## config.mk

```make
export PLATFORM = sky130hd
export DESIGN_NAME = cfg_index_port
export DESIGN_NICKNAME = d
export VERILOG_FILES = /design/src/rtl/cfgwin_pkg.sv /design/src/rtl/cfg_port_decode.sv /design/src/rtl/cfg_index_reg.sv /design/src/rtl/cfg_reg_array.sv /design/src/rtl/cfg_index_port.sv
export SDC_FILE = /design/constraint.sdc
export NUM_CORES = 1
export LEC_CHECK = 0
export ABC_CLOCK_PERIOD_IN_PS = 5600
export BUFFER_PORTS_ARGS = -buffer_cell sky130_fd_sc_hd__buf_2
export CAP_MARGIN = 20
export CORE_MARGIN = 4
export CORE_UTILIZATION = 40
export DETAILED_ROUTE_END_ITERATION = 8
export GPL_TIMING_DRIVEN = 0
export PLACE_DENSITY = 0.65
export SKIP_LAST_GASP = 1
export SLEW_MARGIN = 30
export SYNTH_ARGS = -nofsm -noshare
export SYNTH_HDL_FRONTEND = slang
export SYNTH_SLANG_ARGS = --single-unit
```

## constraint.sdc

```tcl
create_clock -name clk -period 5.6 [get_ports clk]
set_input_delay 0.56 -clock clk [delete_from_list [all_inputs] [get_ports clk]]
set_output_delay 0.56 -clock clk [all_outputs]
set_load 0.02 [all_outputs]
```

## src/rtl/cfgwin_pkg.sv

```systemverilog
package cfgwin_pkg;

    localparam int unsigned NUM_ENT = 256;
    localparam int unsigned IDX_W   = $clog2(NUM_ENT);
    localparam int unsigned DAT_W   = 8;

    typedef enum logic [1:0] {
        RULE_LOCKED = 2'd0,
        RULE_OPEN   = 2'd1,
        RULE_KEYED  = 2'd2
    } wr_rule_e;

    typedef struct packed {
        logic sel;      // enabled and address inside the window
        logic is_data;  // upper address of the pair
        logic rd;
        logic wr;
    } port_req_t;

    function automatic wr_rule_e rule_of(int unsigned i);
        if (i <= 32'hDF)                    return RULE_LOCKED;
        if (i == 32'hE7 || i == 32'hE8)     return RULE_KEYED;
        if (i == 32'hE4 || i == 32'hE5)     return RULE_LOCKED;
        if (i >= 32'hE9 && i <= 32'hED)     return RULE_LOCKED;
        if (i == 32'hF3 || i == 32'hF5 || i == 32'hF7) return RULE_LOCKED;
        if (i >= 32'hF9 && i <= 32'hFB)     return RULE_LOCKED;
        if (i >= 32'hFD)                    return RULE_LOCKED;
        return RULE_OPEN;
    endfunction

    function automatic logic [DAT_W-1:0] key_of(int unsigned i);
        case (i)
            32'hE7:  return 8'hFE;
            32'hE8:  return 8'hBE;
            default: return 8'h00;
        endcase
    endfunction

    function automatic logic [DAT_W-1:0] default_of(int unsigned i);
        case (i)
            32'hE0:  return 8'h3C;
            32'hE2:  return 8'h03;
            32'hE3:  return 8'hFC;
            32'hE6:  return 8'hDE;
            32'hE7:  return 8'hFE;
            32'hE8:  return 8'hBE;
            default: return 8'h00;
        endcase
    endfunction

endpackage

```

## src/rtl/cfg_port_decode.sv

```systemverilog
module cfg_port_decode
    import cfgwin_pkg::*;
#(
    parameter int unsigned          ADDR_W = 16,
    parameter logic [ADDR_W-1:0]    BASE   = 16'h03F0,
    parameter int unsigned          EN_BIT = 1
) (
    input  logic [ADDR_W-1:0] addr,
    input  logic              rd,
    input  logic              wr,
    input  logic [7:0]        ctrl,
    output port_req_t         req
);
    localparam logic [ADDR_W-2:0] PAIR = BASE[ADDR_W-1:1];

    logic in_pair;
    logic unused_ctrl;

    assign in_pair     = (addr[ADDR_W-1:1] == PAIR);
    assign unused_ctrl = ^(ctrl & ~(8'd1 << EN_BIT)) ^ BASE[0];

    always_comb begin
        req.sel     = in_pair && ctrl[EN_BIT];
        req.is_data = addr[0];
        req.rd      = rd;
        req.wr      = wr;
    end
endmodule

```

## src/rtl/cfg_index_reg.sv

```systemverilog
module cfg_index_reg
    import cfgwin_pkg::*;
(
    input  logic             clk,
    input  logic             rst,
    input  logic             load,
    input  logic [DAT_W-1:0] din,
    output logic [IDX_W-1:0] idx
);
    always_ff @(posedge clk) begin
        if (rst)       idx <= '0;
        else if (load) idx <= din[IDX_W-1:0];
    end
endmodule

```

## src/rtl/cfg_reg_array.sv

```systemverilog
module cfg_reg_array
    import cfgwin_pkg::*;
(
    input  logic             clk,
    input  logic             rst,
    input  logic             wr,
    input  logic [IDX_W-1:0] idx,
    input  logic [DAT_W-1:0] wdata,
    output logic [DAT_W-1:0] rd_data
);
    logic [DAT_W-1:0] ent [NUM_ENT];

    for (genvar i = 0; i < NUM_ENT; i++) begin : g_ent
        localparam wr_rule_e       RULE = rule_of(i);
        localparam logic [DAT_W-1:0] RST = default_of(i);
        localparam logic [DAT_W-1:0] KEY = key_of(i);

        if (RULE == RULE_LOCKED) begin : g_const
            assign ent[i] = RST;
        end else begin : g_store
            logic [DAT_W-1:0] q;
            logic             take;

            if (RULE == RULE_KEYED) begin : g_key
                assign take = (wdata == KEY);
            end else begin : g_any
                assign take = 1'b1;
            end

            always_ff @(posedge clk) begin
                if (rst)
                    q <= RST;
                else if (wr && idx == IDX_W'(i) && take)
                    q <= wdata;
            end
            assign ent[i] = q;
        end
    end

    assign rd_data = ent[idx];
endmodule

```

## src/rtl/cfg_index_port.sv

```systemverilog
module cfg_index_port
    import cfgwin_pkg::*;
#(
    parameter int unsigned       ADDR_W = 16,
    parameter logic [ADDR_W-1:0] BASE   = 16'h03F0,
    parameter int unsigned       EN_BIT = 1
) (
    input  logic              clk,
    input  logic              rst,
    input  logic [7:0]        ctrl_byte,
    input  logic [ADDR_W-1:0] io_addr,
    input  logic              io_rd,
    input  logic              io_wr,
    input  logic [7:0]        io_wdata,
    output logic [7:0]        io_rdata,
    output logic              claim
);
    port_req_t        req;
    logic [IDX_W-1:0] idx_q;
    logic [DAT_W-1:0] cur_entry;
    logic             idx_load;
    logic             data_wr;

    cfg_port_decode #(.ADDR_W(ADDR_W), .BASE(BASE), .EN_BIT(EN_BIT)) u_dec (
        .addr (io_addr),
        .rd   (io_rd),
        .wr   (io_wr),
        .ctrl (ctrl_byte),
        .req  (req)
    );

    assign idx_load = req.sel && req.wr && !req.is_data;
    assign data_wr  = req.sel && req.wr &&  req.is_data;

    cfg_index_reg u_idx (
        .clk  (clk),
        .rst  (rst),
        .load (idx_load),
        .din  (io_wdata),
        .idx  (idx_q)
    );

    cfg_reg_array u_arr (
        .clk     (clk),
        .rst     (rst),
        .wr      (data_wr),
        .idx     (idx_q),
        .wdata   (io_wdata),
        .rd_data (cur_entry)
    );

    assign io_rdata = (req.sel && req.rd) ? cur_entry : 8'hFF;
    assign claim    = req.sel && (req.rd || req.wr);
endmodule

```

==> reports/results.ini, run 1 <==
[sta]
setup_slack_ns=1.84
relSlewSlack_pct=45.4
hold_viol_final=0
fin_crit_ns=3.76
timing.final.crit_share_pct=67.2
drv_slew=0
skew_ns=0.00838
rsz0062_at_grt=false
fmax_mhz=266
setup_violations=0
fin_setup_tns_ns=0
worst_pin_slew_ns=0.819

[setup_path]
critical_path.max_stage_delay_ns=0.65
critPathArrivalTime_ns=3.20
critical-path-top-delay-family=buffers and inverters
cp.required_ns=5.04
path_cells=buf_2, buf_1, mux2i_1, nor3_1, a2111oi_0, o221ai_1, buf_2
startpoint=u_idx.idx[1]$_SDFFE_PP0P_
regToRegStartpoint=u_idx.idx[0]$_SDFFE_PP0P_
startpoint_type=flop
path_buf_inv=3
critical_path.most_common_cell=buf_2
crit_path_max_fanout=10
crit_type=reg2out
worstSetupEndpointType=primary output
cp_slowest_cell=buf_1

[placed_design]
place_inst=905
dp_slack_ns=2.34
routabilityCongestion=0.980
place_hpwl_um=14600
portBuffers=36

[floorplanning]
dieWidth_um=136
die_area_um2=18500
initial_core_util_pct=41.0
die_h_um=136
row_count=46
io_pins=45
core-area_um2=16000

[synth]
synth-async-reset-ratio_pct=0
synth_nets=689
ys_seq_area_share_pct=41.5
synth.cell_area_um2=6560
synth-simple-area-share_pct=23.3
synth_area_leaders=dfxtp_1 (42%), mux2i_1 (22%), nand2b_1 (10%)
ys_ff_latch=136
netlist.area_leader.share_pct=41.5
synth_edf_count=0
synthFlopType=dfxtp_1
syn-instance-count=653
synth.distinct_cells=55
synth_compound_area_share_pct=6.29
synth_top_family_by_area=multiplexers
synth_xor_area_share_pct=0
avgSynthCellArea_um2=10.0
ys_warn_count=0
synth.area.mux_share_pct=25.4
synthAdderAreaFrac_pct=0
yosysTopAreaCell=dfxtp_1

[cells_and_area]
nets=744
final_cell_mix=mux2i_1 (144), dfxtp_1 (136), nand2b_1 (105)
insertedDiodeCount=0
fin_cells=937
final_common_cell=mux2i_1
final_util_pct=47.7
drive_above_1_share_pct=16.0
syn_to_final_growth_pct=16.3

[global_routing]
grt_max_degree=17
gr-total-overflow=0
grt_pass1_vias=5225
grt_usage_pct=22.8
grt_pass1_wl_um=31400
antenna_found_initial=0

[drt]
wl_per_cell_um=21.8
drt_first_iter_violations=441
via_count=5234
drcViolationCount=0
wl_um=20400
viasPerCell=5.59
first_pass_iters=5
ant_nets=0

[clock_network]
clockBufferDepth=2
clock_sinks=136
cts_hold_buf=0
cts_tree=done
root_buffer=clkbuf_16
cts_resized=0
cts_buffers=17
cts.htree.levels=4
clkLatencyLatePin_ns=0.43
post-cts-setup-buffer-count=0
clk_pin_slew_ns=0.06

[status]
outcome=finished, final reports clean

[job]
maxCapViolCount=0

[power]
power_density_nw_per_um2=290
p_leak_nw=3.24
ir_drop_uv=194

[hold_path]
worstHoldStart=io_wdata[4]
min_path_type=in2reg

-- worst min-delay path: cells and delay by family --
kind / cells / cell delay (ns)
buf+inv: 1 / 0.13
compound gates: 1 / 0.06
simple gates: 1 / 0.07
-- stage by stage --
stage                     hold slack [ns]  total power [mW]  cell area [µm²]
after detailed placement            0.434              1.07             7010
after global placement              0.427              1.07             7010
final                               0.437              2.21             7630
after floorplan                     0.411              1.03             6560
after CTS                           0.422              2.22             7620
after global routing                0.427              2.27             7630
-- path summary, 6_finish.rpt --
check	to	slack (ns)	depth (start not counted)
worst max-delay path	io_rdata[3]	1.84	7
worst max register to register	u_arr.g_ent[231].g_store.q[0]$_SDFFE_PP0P_	3.14	6
worst min register to register	u_arr.g_ent[231].g_store.q[4]$_SDFFE_PP1P_	0.44	2
worst min-delay path	u_idx.idx[4]$_SDFFE_PP0P_	0.44	3
-- flip-flops by register name, indices dropped and copies added, names as in the netlist --
register / count
u_idx.idx: 8
u_arr.g_ent.g_store.q: 128
-- cells by family (layout without fill, tap and decap cells) --
family,after synthesis,in the layout
flip-flops,136,136
buffers and inverters,53,121
AND/OR/NAND/NOR,249,249
multiplexers,155,155
AO/OA/AOI/OAI,60,60
-- final cells by class --
type	count	area, µm²
Timing Repair Buffer	36	180
Tap cell	216	270
Clock buffer	18	439
Buffer	50	218
Clock inverter	14	171
Multi-Input combinational cell	464	3620
Sequential cell	136	2720
Inverter	3	11.3
Fill cell	1539	8370
-- cell usage after synthesis (all sizes together) (5+ instances only) --
cell	n
nor2	47
clkbuf	32
mux2i	144
o221ai	6
a221oi	5
buf	18
nand4	7
nand2	21
dfxtp	136
nand2b	105
o22ai	10
nand3b	5
and3	5
mux4	9
a21oi	12
nor3	14
nand3	18
o21ai	10
-- power breakdown --
group	total, mW	internal (mW)	switching, mW
registers	0.967	0.967	0.000000264
clock network	1.16	0.713	0.449
logic	0.0802	0.0266	0.0536
total	2.21	1.71	0.503
-- per-layer routing --
metal | global-route usage (%) | routed length (µm) | up-vias
met3 | 6.18 | 1260 | 30
met5 | 0 | 0 | -
met2 | 35.9 | 9520 | 168
li1 | - | - | 2427
met4 | 8.17 | 467 | 0
met1 | 30.2 | 9180 | 2609
Power figures use the tool's default switching activity.
==> run 2: changes to the inputs <==
- ABC_CLOCK_PERIOD_IN_PS: 5600 -> 3400
- PLACE_DENSITY: 0.65 -> 0.67
- clock period: 5.6 -> 3.4 ns (I/O delays scaled with it)
==> run 2 against run 1 <==
  * Setup slack worse by 1.7 ns
  * Power increased by 66%
  * Clock-buffer cell count is 4 higher
  * Register-to-register slack worse by 2.2 ns
  * Sequential cell count unchanged
  * First-iteration DRC count is 14% lower
  * Combinational power increased by 66%
  * Largest cell class unchanged
  * Highest routed layer unchanged
==> reports/results.ini, run 2 (synthesized netlist as in run 1, its figures left out) <==
[drt]
ant_nets=0  ; unchanged
wl_um=20700  ; +1.2%
wl_per_cell_um=22.1  ; +1.4%
highest_layer=met4
drt_first_iter_violations=380  ; -14%
first_pass_iters=5  ; unchanged
wl_met1_um=9150  ; -0.26%
via_count=5302  ; +1.3%
met3WireLength_um=1450  ; +15%
wl_met2_um=9480  ; -0.41%
viasPerCell=5.67  ; +1.5%
drcViolationCount=0  ; unchanged

[cells_and_area]
drive_above_1_share_pct=15.7  ; -0.23 points
fin_cells=935  ; -0.21%
final_util_pct=47.7  ; unchanged
final_area_um2=7630  ; unchanged
insertedDiodeCount=0  ; unchanged
reg.largest.list=u_arr.g_ent.g_store.q x128, u_idx.idx x8
largest_reg_flops=128  ; unchanged
syn_to_final_growth_pct=16.3  ; unchanged
nets=743  ; -0.13%
final_common_cell=mux2i_1
final_cell_mix=mux2i_1 (144), dfxtp_1 (136), nand2b_1 (105)
regMostFlops=u_arr.g_ent.g_store.q

[floorplanning]
die_h_um=136  ; unchanged
io_pins=45  ; unchanged
core-area_um2=16000  ; unchanged
die_area_um2=18500  ; unchanged
dieWidth_um=136  ; unchanged
row_count=46  ; unchanged
initial_core_util_pct=41.0  ; unchanged

[global_routing]
grt_max_degree=17  ; unchanged
grt_pass1_vias=5316  ; +1.7%
grt_usage_pct=23.2  ; +0.31 points
grt_pass1_wl_um=31700  ; +0.97%
gr-total-overflow=0  ; unchanged
antenna_found_initial=0  ; unchanged

[job]
maxCapViolCount=0  ; unchanged

[clock_network]
clk_pin_slew_ns=0.06  ; about the same
cts.htree.levels=4  ; unchanged
clock_sinks=136  ; unchanged
cts_hold_buf=0  ; unchanged
root_buffer=clkbuf_16
post-cts-setup-buffer-count=0  ; unchanged
cts_tree=done
cts_buffers=17  ; unchanged
clkLatencyLatePin_ns=0.43  ; about the same
clockBufferDepth=2  ; unchanged

[setup_path]
worstSetupEndpointType=primary output
critPathArrivalTime_ns=2.97  ; -0.23 ns
crit_type=reg2out
startpoint_type=flop
cp.required_ns=3.06  ; -1.98 ns
crit_path_max_fanout=10  ; unchanged

[sta]
worst_pin_slew_ns=0.842  ; +0.0227 ns
fin_crit_ns=3.31
skew_ns=0.00824  ; -0.000148 ns
whs_ns=0.211  ; -0.227 ns
fin_setup_tns_ns=0  ; unchanged
rsz0062_at_grt=false
timing.final.crit_share_pct=97.2
setup_violations=0  ; unchanged
setup_slack_ns=0.0945  ; -1.74 ns
hold_viol_final=0  ; unchanged
fmax_mhz=303
relSlewSlack_pct=43.9  ; -1.5 points
drv_slew=0  ; unchanged

[placed_design]
placed_cell_area_um2=7010  ; unchanged
place_inst=905  ; unchanged
routabilityCongestion=0.953  ; -2.8%
portBuffers=36  ; unchanged
place_hpwl_um=14900  ; +1.5%
dp_slack_ns=0.431  ; -1.91 ns

[power]
finalPower_mw=3.66  ; +66%
ir_drop_uv=468  ; +140%
p_leak_nw=3.26  ; +0.77%
power_density_nw_per_um2=480  ; +66%

[status]
outcome=finished, final reports clean

[hold_path]
min_path_type=in2reg

-- run 2: changes by cell type in the layout (fill, tap and decap cells not counted) --
cell        change
buf_2           +1
clkbuf_8        +1
clkbuf_1        +2
buf_1           -2
clkinvlp_4      -5
inv_6           -3
bufinv_16       +1
clkbuf_2        +1
clkinv_2        +2
-- run 2: path summary, 6_finish.rpt --
| check | start | to | slack (ns) | cells past startpoint |
|---|---|---|---|---|
| max | u_idx.idx[3]$_SDFFE_PP0P_ | io_rdata[4] | 0.09 | 7 |
| max reg2reg | u_idx.idx[2]$_SDFFE_PP0P_ | u_arr.g_ent[252].g_store.q[0]$_SDFFE_PP0P_ | 0.94 | 6 |
| min | io_wdata[4] | u_idx.idx[4]$_SDFFE_PP0P_ | 0.21 | 3 |
| min reg2reg | u_arr.g_ent[231].g_store.q[4]$_SDFFE_PP1P_ | u_arr.g_ent[231].g_store.q[4]$_SDFFE_PP1P_ | 0.45 | 2 |
-- run 2: cell type report --
cell class              count  area [µm²]
fillers                  1552        8370
multi-input cells         464        3620
flip-flops and latches    136        2720
clock buffers              22         464
well taps                 216         270
plain buffers              49         216
repair buffers             36         180
clock inverters             9         148
inverters                   3        11.3
-- run 2: report_power, final --
group	internal (mW)	switching (mW)
registers	1.59	0.000000445
clock network	1.25	0.679
logic	0.0438	0.0887
total	2.89	0.768
-- run 2: what timing repair did --
action	in CTS	in global routing
pin swaps	0	0
endpoints found under the setup margin	1	8
gates cloned	0	0
gates resized for setup	1	2
-- run 2: critical path, stage by stage (launching register included) --
cell      delay (ns)
dfxtp_1         0.39
buf_2           0.26
nor2_1          0.45
clkbuf_1        0.58
nand2_1         0.20
a31o_2          0.26
o211ai_1        0.14
buf_2           0.23
-- run 2: layer usage --
layer / vias up / track usage (%)
met2: 211 / 36.0
met4: 0 / 9.41
met5: - / 0
met1: 2626 / 30.9
met3: 33 / 5.59
li1: 2432 / -
